===== src/rtl/tlb_pkg.sv =====
package tlb_pkg;

    typedef enum logic [1:0] {
        RSP_NONE  = 2'd0,
        RSP_HIT   = 2'd1,
        RSP_MISS  = 2'd2,
        RSP_FAULT = 2'd3
    } resp_t;

endpackage


===== src/rtl/tlb_lfsr.sv =====
module tlb_lfsr #(
    parameter int W = 4,
    parameter logic [W-1:0] TAPS = 4'b1100,
    parameter logic [W-1:0] SEED = 4'b0001
) (
    input  logic         clk,
    input  logic         rst_n,
    input  logic         step,
    output logic [W-1:0] q
);
    logic fb;

    assign fb = ^(q & TAPS);

    always_ff @(posedge clk) begin
        if (!rst_n) begin
            q <= SEED;
        end else if (step) begin
            q <= {q[W-2:0], fb};
        end
    end
endmodule


===== src/rtl/tlb_victim.sv =====
module tlb_victim #(
    parameter int N = 16,
    localparam int IW = $clog2(N)
) (
    input  logic [N-1:0]  valid_vec,
    input  logic [IW-1:0] rand_idx,
    output logic [IW-1:0] idx
);
    always_comb begin
        idx = rand_idx;
        for (int i = N - 1; i >= 0; i--) begin
            if (!valid_vec[i]) begin
                idx = IW'(i);
            end
        end
    end
endmodule


===== src/rtl/tlb_slot.sv =====
module tlb_slot #(
    parameter int VPN_W  = 20,
    parameter int ASID_W = 8,
    parameter int PFN_W  = 20
) (
    input  logic              clk,
    input  logic              rst_n,
    input  logic              clr_all,
    input  logic              clr_tag,
    input  logic [ASID_W-1:0] clr_asid,
    input  logic              load,
    input  logic [VPN_W-1:0]  ld_vpn,
    input  logic [ASID_W-1:0] ld_asid,
    input  logic [PFN_W-1:0]  ld_pfn,
    input  logic              ld_rd,
    input  logic              ld_wr,
    input  logic              probe,
    input  logic              probe_write,
    input  logic [VPN_W-1:0]  probe_vpn,
    input  logic [ASID_W-1:0] probe_asid,
    output logic              valid,
    output logic              match,
    output logic [PFN_W-1:0]  pfn,
    output logic              rd_ok,
    output logic              wr_ok,
    output logic              used,
    output logic              dirty
);
    logic [VPN_W-1:0]  vpn_q;
    logic [ASID_W-1:0] asid_q;

    assign match = valid && (vpn_q == probe_vpn) && (asid_q == probe_asid);

    always_ff @(posedge clk) begin
        if (!rst_n) begin
            valid  <= 1'b0;
            used   <= 1'b0;
            dirty  <= 1'b0;
            vpn_q  <= '0;
            asid_q <= '0;
            pfn    <= '0;
            rd_ok  <= 1'b0;
            wr_ok  <= 1'b0;
        end else if (clr_all) begin
            valid <= 1'b0;
        end else if (clr_tag && (asid_q == clr_asid)) begin
            valid <= 1'b0;
        end else if (load) begin
            valid  <= 1'b1;
            used   <= 1'b0;
            dirty  <= 1'b0;
            vpn_q  <= ld_vpn;
            asid_q <= ld_asid;
            pfn    <= ld_pfn;
            rd_ok  <= ld_rd;
            wr_ok  <= ld_wr;
        end else if (probe && match) begin
            used <= 1'b1;
            if (probe_write && wr_ok) begin
                dirty <= 1'b1;
            end
        end
    end
endmodule


===== src/rtl/tlb_fa.sv =====
module tlb_fa
    import tlb_pkg::*;
#(
    parameter int N      = 16,
    parameter int VPN_W  = 20,
    parameter int ASID_W = 8,
    parameter int PFN_W  = 20
) (
    input  logic              clk,
    input  logic              rst_n,
    input  logic              lk_valid,
    input  logic              lk_write,
    input  logic [VPN_W-1:0]  lk_vpn,
    input  logic [ASID_W-1:0] lk_asid,
    output logic              lk_hit,
    output logic              lk_miss,
    output logic              lk_fault,
    output logic [PFN_W-1:0]  lk_pfn,
    output logic              lk_used,
    output logic              lk_dirty,
    input  logic              fill_valid,
    input  logic [VPN_W-1:0]  fill_vpn,
    input  logic [ASID_W-1:0] fill_asid,
    input  logic [PFN_W-1:0]  fill_pfn,
    input  logic              fill_rd,
    input  logic              fill_wr,
    input  logic              flush_all,
    input  logic              flush_by_asid,
    input  logic [ASID_W-1:0] flush_asid
);
    localparam int IW = $clog2(N);

    logic [N-1:0]            valid_vec;
    logic [N-1:0]            match_vec;
    logic [N-1:0]            rd_vec;
    logic [N-1:0]            wr_vec;
    logic [N-1:0]            used_vec;
    logic [N-1:0]            dirty_vec;
    logic [N-1:0][PFN_W-1:0] pfn_arr;
    logic [IW-1:0]           lfsr_q;
    logic [IW-1:0]           victim;
    logic                    fill_go;
    logic                    any_match;
    logic                    sel_rd;
    logic                    sel_wr;
    logic                    sel_used;
    logic                    sel_dirty;
    logic                    permit;
    logic [PFN_W-1:0]        sel_pfn;
    resp_t                   resp;

    assign fill_go = fill_valid && !flush_all && !flush_by_asid;

    tlb_lfsr #(.W(IW)) u_lfsr (
        .clk   (clk),
        .rst_n (rst_n),
        .step  (fill_go),
        .q     (lfsr_q)
    );

    tlb_victim #(.N(N)) u_victim (
        .valid_vec (valid_vec),
        .rand_idx  (lfsr_q),
        .idx       (victim)
    );

    for (genvar g = 0; g < N; g++) begin : g_slot
        tlb_slot #(.VPN_W(VPN_W), .ASID_W(ASID_W), .PFN_W(PFN_W)) u_slot (
            .clk         (clk),
            .rst_n       (rst_n),
            .clr_all     (flush_all),
            .clr_tag     (flush_by_asid),
            .clr_asid    (flush_asid),
            .load        (fill_go && (victim == IW'(g))),
            .ld_vpn      (fill_vpn),
            .ld_asid     (fill_asid),
            .ld_pfn      (fill_pfn),
            .ld_rd       (fill_rd),
            .ld_wr       (fill_wr),
            .probe       (lk_valid),
            .probe_write (lk_write),
            .probe_vpn   (lk_vpn),
            .probe_asid  (lk_asid),
            .valid       (valid_vec[g]),
            .match       (match_vec[g]),
            .pfn         (pfn_arr[g]),
            .rd_ok       (rd_vec[g]),
            .wr_ok       (wr_vec[g]),
            .used        (used_vec[g]),
            .dirty       (dirty_vec[g])
        );
    end

    always_comb begin
        sel_pfn   = '0;
        sel_rd    = 1'b0;
        sel_wr    = 1'b0;
        sel_used  = 1'b0;
        sel_dirty = 1'b0;
        for (int i = 0; i < N; i++) begin
            if (match_vec[i]) begin
                sel_pfn   = sel_pfn | pfn_arr[i];
                sel_rd    = sel_rd | rd_vec[i];
                sel_wr    = sel_wr | wr_vec[i];
                sel_used  = sel_used | used_vec[i];
                sel_dirty = sel_dirty | dirty_vec[i];
            end
        end
    end

    assign any_match = |match_vec;
    assign permit    = lk_write ? sel_wr : sel_rd;

    always_comb begin
        if (!lk_valid) begin
            resp = RSP_NONE;
        end else if (!any_match) begin
            resp = RSP_MISS;
        end else if (permit) begin
            resp = RSP_HIT;
        end else begin
            resp = RSP_FAULT;
        end
    end

    always_comb begin
        lk_hit   = 1'b0;
        lk_miss  = 1'b0;
        lk_fault = 1'b0;
        lk_pfn   = '0;
        lk_used  = 1'b0;
        lk_dirty = 1'b0;
        unique case (resp)
            RSP_NONE: begin
            end
            RSP_MISS: begin
                lk_miss = 1'b1;
            end
            RSP_HIT: begin
                lk_hit   = 1'b1;
                lk_pfn   = sel_pfn;
                lk_used  = sel_used;
                lk_dirty = sel_dirty;
            end
            RSP_FAULT: begin
                lk_fault = 1'b1;
                lk_used  = sel_used;
                lk_dirty = sel_dirty;
            end
        endcase
    end
endmodule


===== config.mk =====
export PLATFORM = sky130hd
export DESIGN_NAME = tlb_fa
export DESIGN_NICKNAME = d
export VERILOG_FILES = /design/src/rtl/tlb_pkg.sv /design/src/rtl/tlb_lfsr.sv /design/src/rtl/tlb_victim.sv /design/src/rtl/tlb_slot.sv /design/src/rtl/tlb_fa.sv
export SDC_FILE = /design/constraint.sdc
export NUM_CORES = 2
export LEC_CHECK = 0
export BUFFER_PORTS_ARGS = -buffer_cell sky130_fd_sc_hd__buf_2
export CORE_AREA = 10 10 359 361
export DETAILED_ROUTE_END_ITERATION = 16
export DIE_AREA = 0 0 369 371
export PLACE_DENSITY = 0.51
export RECOVER_POWER = 25
export SYNTH_ARGS = -nofsm -noshare
export SYNTH_HDL_FRONTEND = slang
export SYNTH_SLANG_ARGS = --single-unit

===== constraint.sdc =====
create_clock -name clk -period 6.88 [get_ports clk]
set_clock_uncertainty 0.15 [all_clocks]
set_input_delay 1.376 -clock clk [delete_from_list [all_inputs] [get_ports clk]]
set_output_delay 1.376 -clock clk [all_outputs]
set_load 0.01 [all_outputs]

# Word-level counts from Yosys, hierarchy flattened
# Index checks and enable logic that the tools add are counted.
totals:
  ff_bits: 852
  in_bits: 93
  elab_cells: 674
  output_inout_bits: 25
classes:
  n_bitwise: 93
  mux: 186
  reduce_logical: 200
  eq_ne: 66
op_table:
  columns: ["cell", "n"]
  rows:
  - ["20-bit two-way mux", 17]
  - ["20-bit == test", 16]
  - ["20-bit OR", 15]
  - ["8-bit == test", 32]
  - ["1-bit two-way mux", 150]
  - ["1-bit logical AND", 98]
  - ["3-bit AND reduction", 32]
  - ["4-bit two-way mux", 16]
  - ["4-bit AND reduction", 16]
  - ["2-bit nonzero test", 32]
  - ["1-bit OR", 60]
  - ["3-bit OR reduction", 16]
  - ["4-bit == test (second input constant)", 8]
  - ["1-bit inverter", 18]
  - ["4-bit by 3-bit == test with 1-bit output (second input constant)", 4]
  - ["16-bit OR reduction", 1]
  - ["4-bit by 2-bit == test with 1-bit output (second input constant)", 2]
  - ["2-bit two-way mux", 3]
  - ["2-bit == test (second input constant)", 2]
  - ["4-bit by 1-bit == test with 1-bit output (second input constant)", 1]
  - ["4-bit logical NOT", 1]
  - ["4-bit XOR reduction", 1]
  - ["2-bit by 1-bit == test with 1-bit output (second input constant)", 1]
  - ["1-bit logical NOT", 2]
  - ["2-bit OR reduction", 1]

# Logic depth before layout (Yosys ltp)
logic_depth:
  depth_word: 41
  mapped_depth: 13
  mapped_depth_nobuf: 8

# Modules after synthesis
# A second synthesis with hierarchy kept.
hier_totals:
  cells_unflattened: 4020
  hier_area_um2: 42106.6
modules_own_cells:
  columns: ["module", "seq_area_each_um2", "instances", "cells_each", "area_per_inst_um2"]
  rows:
  - ["tlb_slot", 1061.0, 16, 227, 2457.4]
  - ["tlb_fa", 0.0, 1, 342, 2454.9]
  - ["tlb_victim", 0.0, 1, 32, 175.2]
  - ["tlb_lfsr", 80.1, 1, 14, 158.9]

# Worst setup path after synthesis
# OpenSTA, ideal clock, no wires.
synth_timing:
  path_kind: "in2out"
  start: "in lk_vpn[1]"
  end: "out lk_pfn[19]"
  t_arrival_ns: 3.529
  path_stages: 11
  slack_ns: 1.825
  cell_sequence: "buf_2 buf_6 xor2_1 nor4_1 nand4_1 nor4_4 buf_2 a22oi_1 nand3_1 a221oi_1 a211oi_1"
synth_between:
  elab_chain_len: 40
synth_lines:
  columns: ["element", "line_no", "rtl"]
  rows:
  - ["start: declaration", "tlb_fa.sv:13", "input logic [VPN_W-1:0] lk_vpn,"]
  - ["20-bit == test", "tlb_slot.sv:32", "assign match = valid && (vpn_q == probe_vpn) && (asid_q == probe_asid);"]
  - ["1-bit logical AND (2 in series)", "tlb_slot.sv:32", null]
  - ["1-bit two-way mux", "tlb_fa.sv:101", "if (match_vec[i]) begin"]
  - ["1-bit OR (on tied branches)", "tlb_fa.sv:103, tlb_fa.sv:104", null]
  - ["1-bit two-way mux", "tlb_fa.sv:101", null]
  - ["1-bit OR (on tied branches)", "tlb_fa.sv:103, tlb_fa.sv:104", null]
  - ["1-bit two-way mux", "tlb_fa.sv:101", null]
  - ["1-bit OR (on tied branches)", "tlb_fa.sv:103, tlb_fa.sv:104", null]
  - ["(+23 left out)", null, null]
  - ["1-bit OR (on tied branches)", "tlb_fa.sv:103, tlb_fa.sv:104", null]
  - ["1-bit two-way mux", "tlb_fa.sv:101", null]
  - ["1-bit two-way mux", "tlb_fa.sv:112", "assign permit = lk_write ? sel_wr : sel_rd;"]
  - ["2-bit two-way mux", "tlb_fa.sv:119", "end else if (permit) begin"]
  - ["2-bit two-way mux", "tlb_fa.sv:117", "end else if (!any_match) begin"]
  - ["2-bit two-way mux", "tlb_fa.sv:115", "if (!lk_valid) begin"]
  - ["2-bit by 1-bit == test with 1-bit output", "tlb_fa.sv:133", "unique case (resp)"]
  - ["20-bit two-way mux (*)", "tlb_fa.sv:133", null]
  - ["end: declaration", "tlb_fa.sv:18", "output logic [PFN_W-1:0] lk_pfn,"]
# Mark *: on every way between the ends. The rest lies on a longest branch, timed or not.

# Final worst setup path
layout_timing:
  start: "in lk_asid[3]"
  end: "out lk_pfn[19]"
layout_between:
  elab_chain_len: 39
layout_lines:
  columns: ["element", "line_no", "rtl"]
  rows:
  - ["start: declaration", "tlb_fa.sv:14", "input logic [ASID_W-1:0] lk_asid,"]
  - ["8-bit == test", "tlb_slot.sv:32", null]
  - ["1-bit logical AND", "tlb_slot.sv:32", null]
  - ["1-bit two-way mux", "tlb_fa.sv:101", null]
  - ["1-bit OR (on tied branches)", "tlb_fa.sv:103, tlb_fa.sv:104", null]
  - ["1-bit two-way mux", "tlb_fa.sv:101", null]
  - ["1-bit OR (on tied branches)", "tlb_fa.sv:103, tlb_fa.sv:104", null]
  - ["1-bit two-way mux", "tlb_fa.sv:101", null]
  - ["1-bit OR (on tied branches)", "tlb_fa.sv:103, tlb_fa.sv:104", null]
  - ["(+23 left out)", null, null]
  - ["1-bit OR (on tied branches)", "tlb_fa.sv:103, tlb_fa.sv:104", null]
  - ["1-bit two-way mux", "tlb_fa.sv:101", null]
  - ["1-bit two-way mux", "tlb_fa.sv:112", null]
  - ["2-bit two-way mux", "tlb_fa.sv:119", null]
  - ["2-bit two-way mux", "tlb_fa.sv:117", null]
  - ["2-bit two-way mux", "tlb_fa.sv:115", null]
  - ["2-bit by 1-bit == test with 1-bit output", "tlb_fa.sv:133", null]
  - ["20-bit two-way mux (*)", "tlb_fa.sv:133", null]
# Marked as above.

==> results.md <==
* Outcome: finished with violations
* Violated checks: capacitance limit, slew limit, setup timing
* Non-filler cells, final at 6110
* Area Growth Syn to Fin at 11.4%
* Slew HR at -111%
* Most common cell after layout, fill and taps aside: dfxtp_1
* Share of cells above drive strength 1 at 9.38%
* Crit share post-route at 100%
* Resized cells post-CTS at 0
* Syn Inst Count at 4574
* Core Region at 121000 um^2
* XOR/XNOR Fraction of Synth Area at 11.8%
* Switching Fraction at 24.8%
* CP max FO at 26
* Crit Path Class: in -> out
* Via count at 35800
* Post-synthesis mux area share at 9.49%
* Worst r2r path cells at 8
* Mapped Nets at 4667
* TritonCTS Sinks at 852
* Routed WL per cell at 27.8 um
* Synth Area in Adders at 0%
* 1st-pass router iterations at 8
* Post-DP HPWL at 110000 um
* DR DRC count at 0
* Die area at 137000 um^2
* R2R Path End: g_slot[2].u_slot.pfn[16]
* Start point of the worst hold path: g_slot[11].u_slot.dirty
* CP max-delay cell: buf_2
* R2R Path Start: g_slot[7].u_slot.valid
* Drt first-iter violations at 4269
* Worst Hold Class: reg -> reg
* Synth Register Bits at 852
* Synth Area per Inst at 9.22 um^2
* Distinct cells, synth at 56
* Setup ws final at -32.3 ps
* Starting Density at 34.7%
* Antenna violations before repair at 13
* TritonCTS clock tree: done
* Seq pwr share at 45.0%
* Post CTS Setup Buffer Count at 0
* Yosys warnings at 0
* CP Launch Type: primary input
* Placer Congestion at 0.910
* CTS Buf Count at 94
* Dpl ws at 111 ps
* Vias in the first global route at 32700
* First-pass GRT wire length at 244000 um
* Unrepaired setup endpoints after global routing: no
* EDFF count, synth at 0
* Reg-to-reg setup timing slack at 710 ps
* Buffers plus inverters on the worst setup path at 4
* GR Util All Layers at 23.7%
* Clk_lat worst skew at 680 ps
* Switch Pwr at 2.73 mW
* Dpl cells at 5934
* Die height at 371 um
* Final #Nets at 4498
* Critical Path End Type: output port
* Hold buffers post-CTS at 0
* MaxCap Viol Count at 16
* Max Buffers Root-to-Sink at 3
* Clk root buf: clkbuf_16
* Compound-Gate Fraction of Synth Area at 11.8%
* Slew @ Worst Pin at 3170 ps
* Post-route ant nets at 0
* Grt total ovfl at 0
* Final setup violation count at 1
* Pleak at 18.7 nW
* Internal Pwr Total at 8.28 mW
* IR drop worst, VDD at 0.000177 V
* Crit path largest cell delay at 580 ps
* Crit path max-delay family: simple AND/OR/NAND/NOR gates
* Critical Path, Cell by Cell: buf_2 > xor2_1 > nor4_1 > nand4_1 > nor4_4 > buf_12 > nor4_1 > and4_1 > nand2b_4 > buf_12 > a211oi_1 > buf_2
* Commonest non-fill, non-tap cells in the layout: dfxtp_1 (851), nor2b_1 (404), mux2i_1 (400), nand3_1 (386), nand4_1 (297)
* Final hold violation count at 0
* FFs w/ async S/R, synth at 0%
* Clock slew at reported path FFs at 60 ps
* CTS HTree Levels at 3
* Combinational share of power at 6.6%
* Total wire length after detailed routing at 170000 um
* Achievable Freq at 145 MHz
* Pin count of the biggest net entering global routing at 243
* Slew Viols, Final at 1099
* Post-Syn Area at 42200 um^2
* Die X at 369 um
* Clock power frac at 48.4%
* Critical Path AT at 5390 ps
* Power Dens Cells at 234 nW/um^2
* Crit path time final at 6910 ps
* Sequential fraction of the synthesis area at 40.4%
* Hold EP: g_slot[11].u_slot.dirty
* Vias per cell at 5.85
* Worst Path Required at 5350 ps
* Ports at 118
* Dominant combinational cell family by area after synthesis: simple AND/OR/NAND/NOR gates
* Fillers at 12300
* Simple-Gate Fraction of Synth Area at 20.9%
* Hold depth at 2
* Num rows at 128
* Top FF cell, synth: dfxtp_1
* IO Port Bufs at 117
## synth_stat cells, types with 47 or more instances
cell type | n | area (um^2)
nor4_1 | 75 | 469
and4b_1 | 50 | 500
xor2_1 | 274 | 2400
nor3_1 | 47 | 235
nand3_1 | 387 | 1940
a22oi_1 | 124 | 931
buf_2 | 115 | 576
o311ai_0 | 200 | 1750
nor2b_1 | 404 | 2530
xnor2_1 | 295 | 2580
clkbuf_1 | 311 | 1170
nand4_1 | 297 | 1860
o21ai_0 | 206 | 1030
nor2_1 | 50 | 188
buf_1 | 50 | 188
a31oi_1 | 66 | 413
mux2i_1 | 400 | 4000
dfxtp_1 | 852 | 17100
nand2_1 | 144 | 541
## registers in the layout, indices dropped and copies added (netlist names)
signal                count
g_slot.u_slot.pfn       320
g_slot.u_slot.vpn_q     320
g_slot.u_slot.asid_q    128
g_slot.u_slot.dirty      16
g_slot.u_slot.rd_ok      16
g_slot.u_slot.used       16
g_slot.u_slot.valid      16
g_slot.u_slot.wr_ok      16
u_lfsr.q                  4
## logic make-up after synthesis
group	after synthesis
simple gates	1522
flops	852
compound gates	700
xor+xnor	569
buf+inv	531
mux	400
## cell type report
class                      instances  area [um^2]  area share [%]
clock buffer                     146         2850            6.06
multi-input combinational       3191        22900            48.7
antenna                            6         15.0          0.0319
timing repair buffer             248         1710            3.64
inverter                          18         67.6           0.144
sequential                       852        17100            36.3
clock inverter                    24          353           0.751
tap                             1625         2030            4.33
## worst max-delay path by stage
stage	cells after the start	slack, ps	to	start
3_3_place_gp	10	150	lk_pfn[19]	lk_asid[5]
2_1_floorplan	11	1820	lk_pfn[19]	lk_vpn[1]
6_report	12	-30	lk_pfn[19]	lk_asid[3]
3_5_place_dp	12	110	lk_pfn[19]	lk_asid[3]
4_1_cts	12	100	lk_pfn[19]	lk_asid[3]
5_1_grt	12	80	lk_pfn[19]	lk_asid[3]
## per-layer routing
layer | vias to the layer above | wire length (um) | global-route usage [%]
li1 | 16300 | - | -
met1 | 17700 | 78800 | 34.7
met2 | 1510 | 72400 | 35.3
met3 | 225 | 14200 | 4.16
met4 | 14 | 4280 | 6.34
met5 | - | 75 | 0
## per-stage QoR
| step | util (%) | instance area (um^2) | hold WS [ps] | TNS [ps] | power [mW] |
|---|---|---|---|---|---|
| 5_1_grt | 38.7 | 47000 | 340 | 0 | 11.3 |
| 2_1_floorplan | - | 42200 | 286 | 0 | 5.50 |
| 6_report | 38.7 | 47000 | 323 | -32.3 | 11.0 |
| 3_3_place_gp | 36.2 | 43900 | 303 | 0 | 5.78 |
| 3_5_place_dp | 36.2 | 43900 | 306 | 0 | 5.77 |
| 4_1_cts | 38.8 | 47200 | 322 | 0 | 11.1 |
## worst reg2reg max path, cell delays in order (launching register included)
cell	delay, ps
dfxtp_1	710
inv_1	130
nor3_1	320
a21o_1	270
and3_1	1100
nand3_1	2020
buf_4	980
mux2i_1	290
nor2b_1	60
## power by group through the flow
stage          registers [mW]  clock network (mW)  logic (mW)
4_1_cts                  4.96                5.39       0.708
2_1_floorplan            5.06                   0       0.440
5_1_grt                  4.96                5.57       0.749
3_3_place_gp             5.07                   0       0.708
3_5_place_dp             5.07                   0       0.705
6_report                 4.96                5.33       0.724
(Power assumes the default switching activity.)
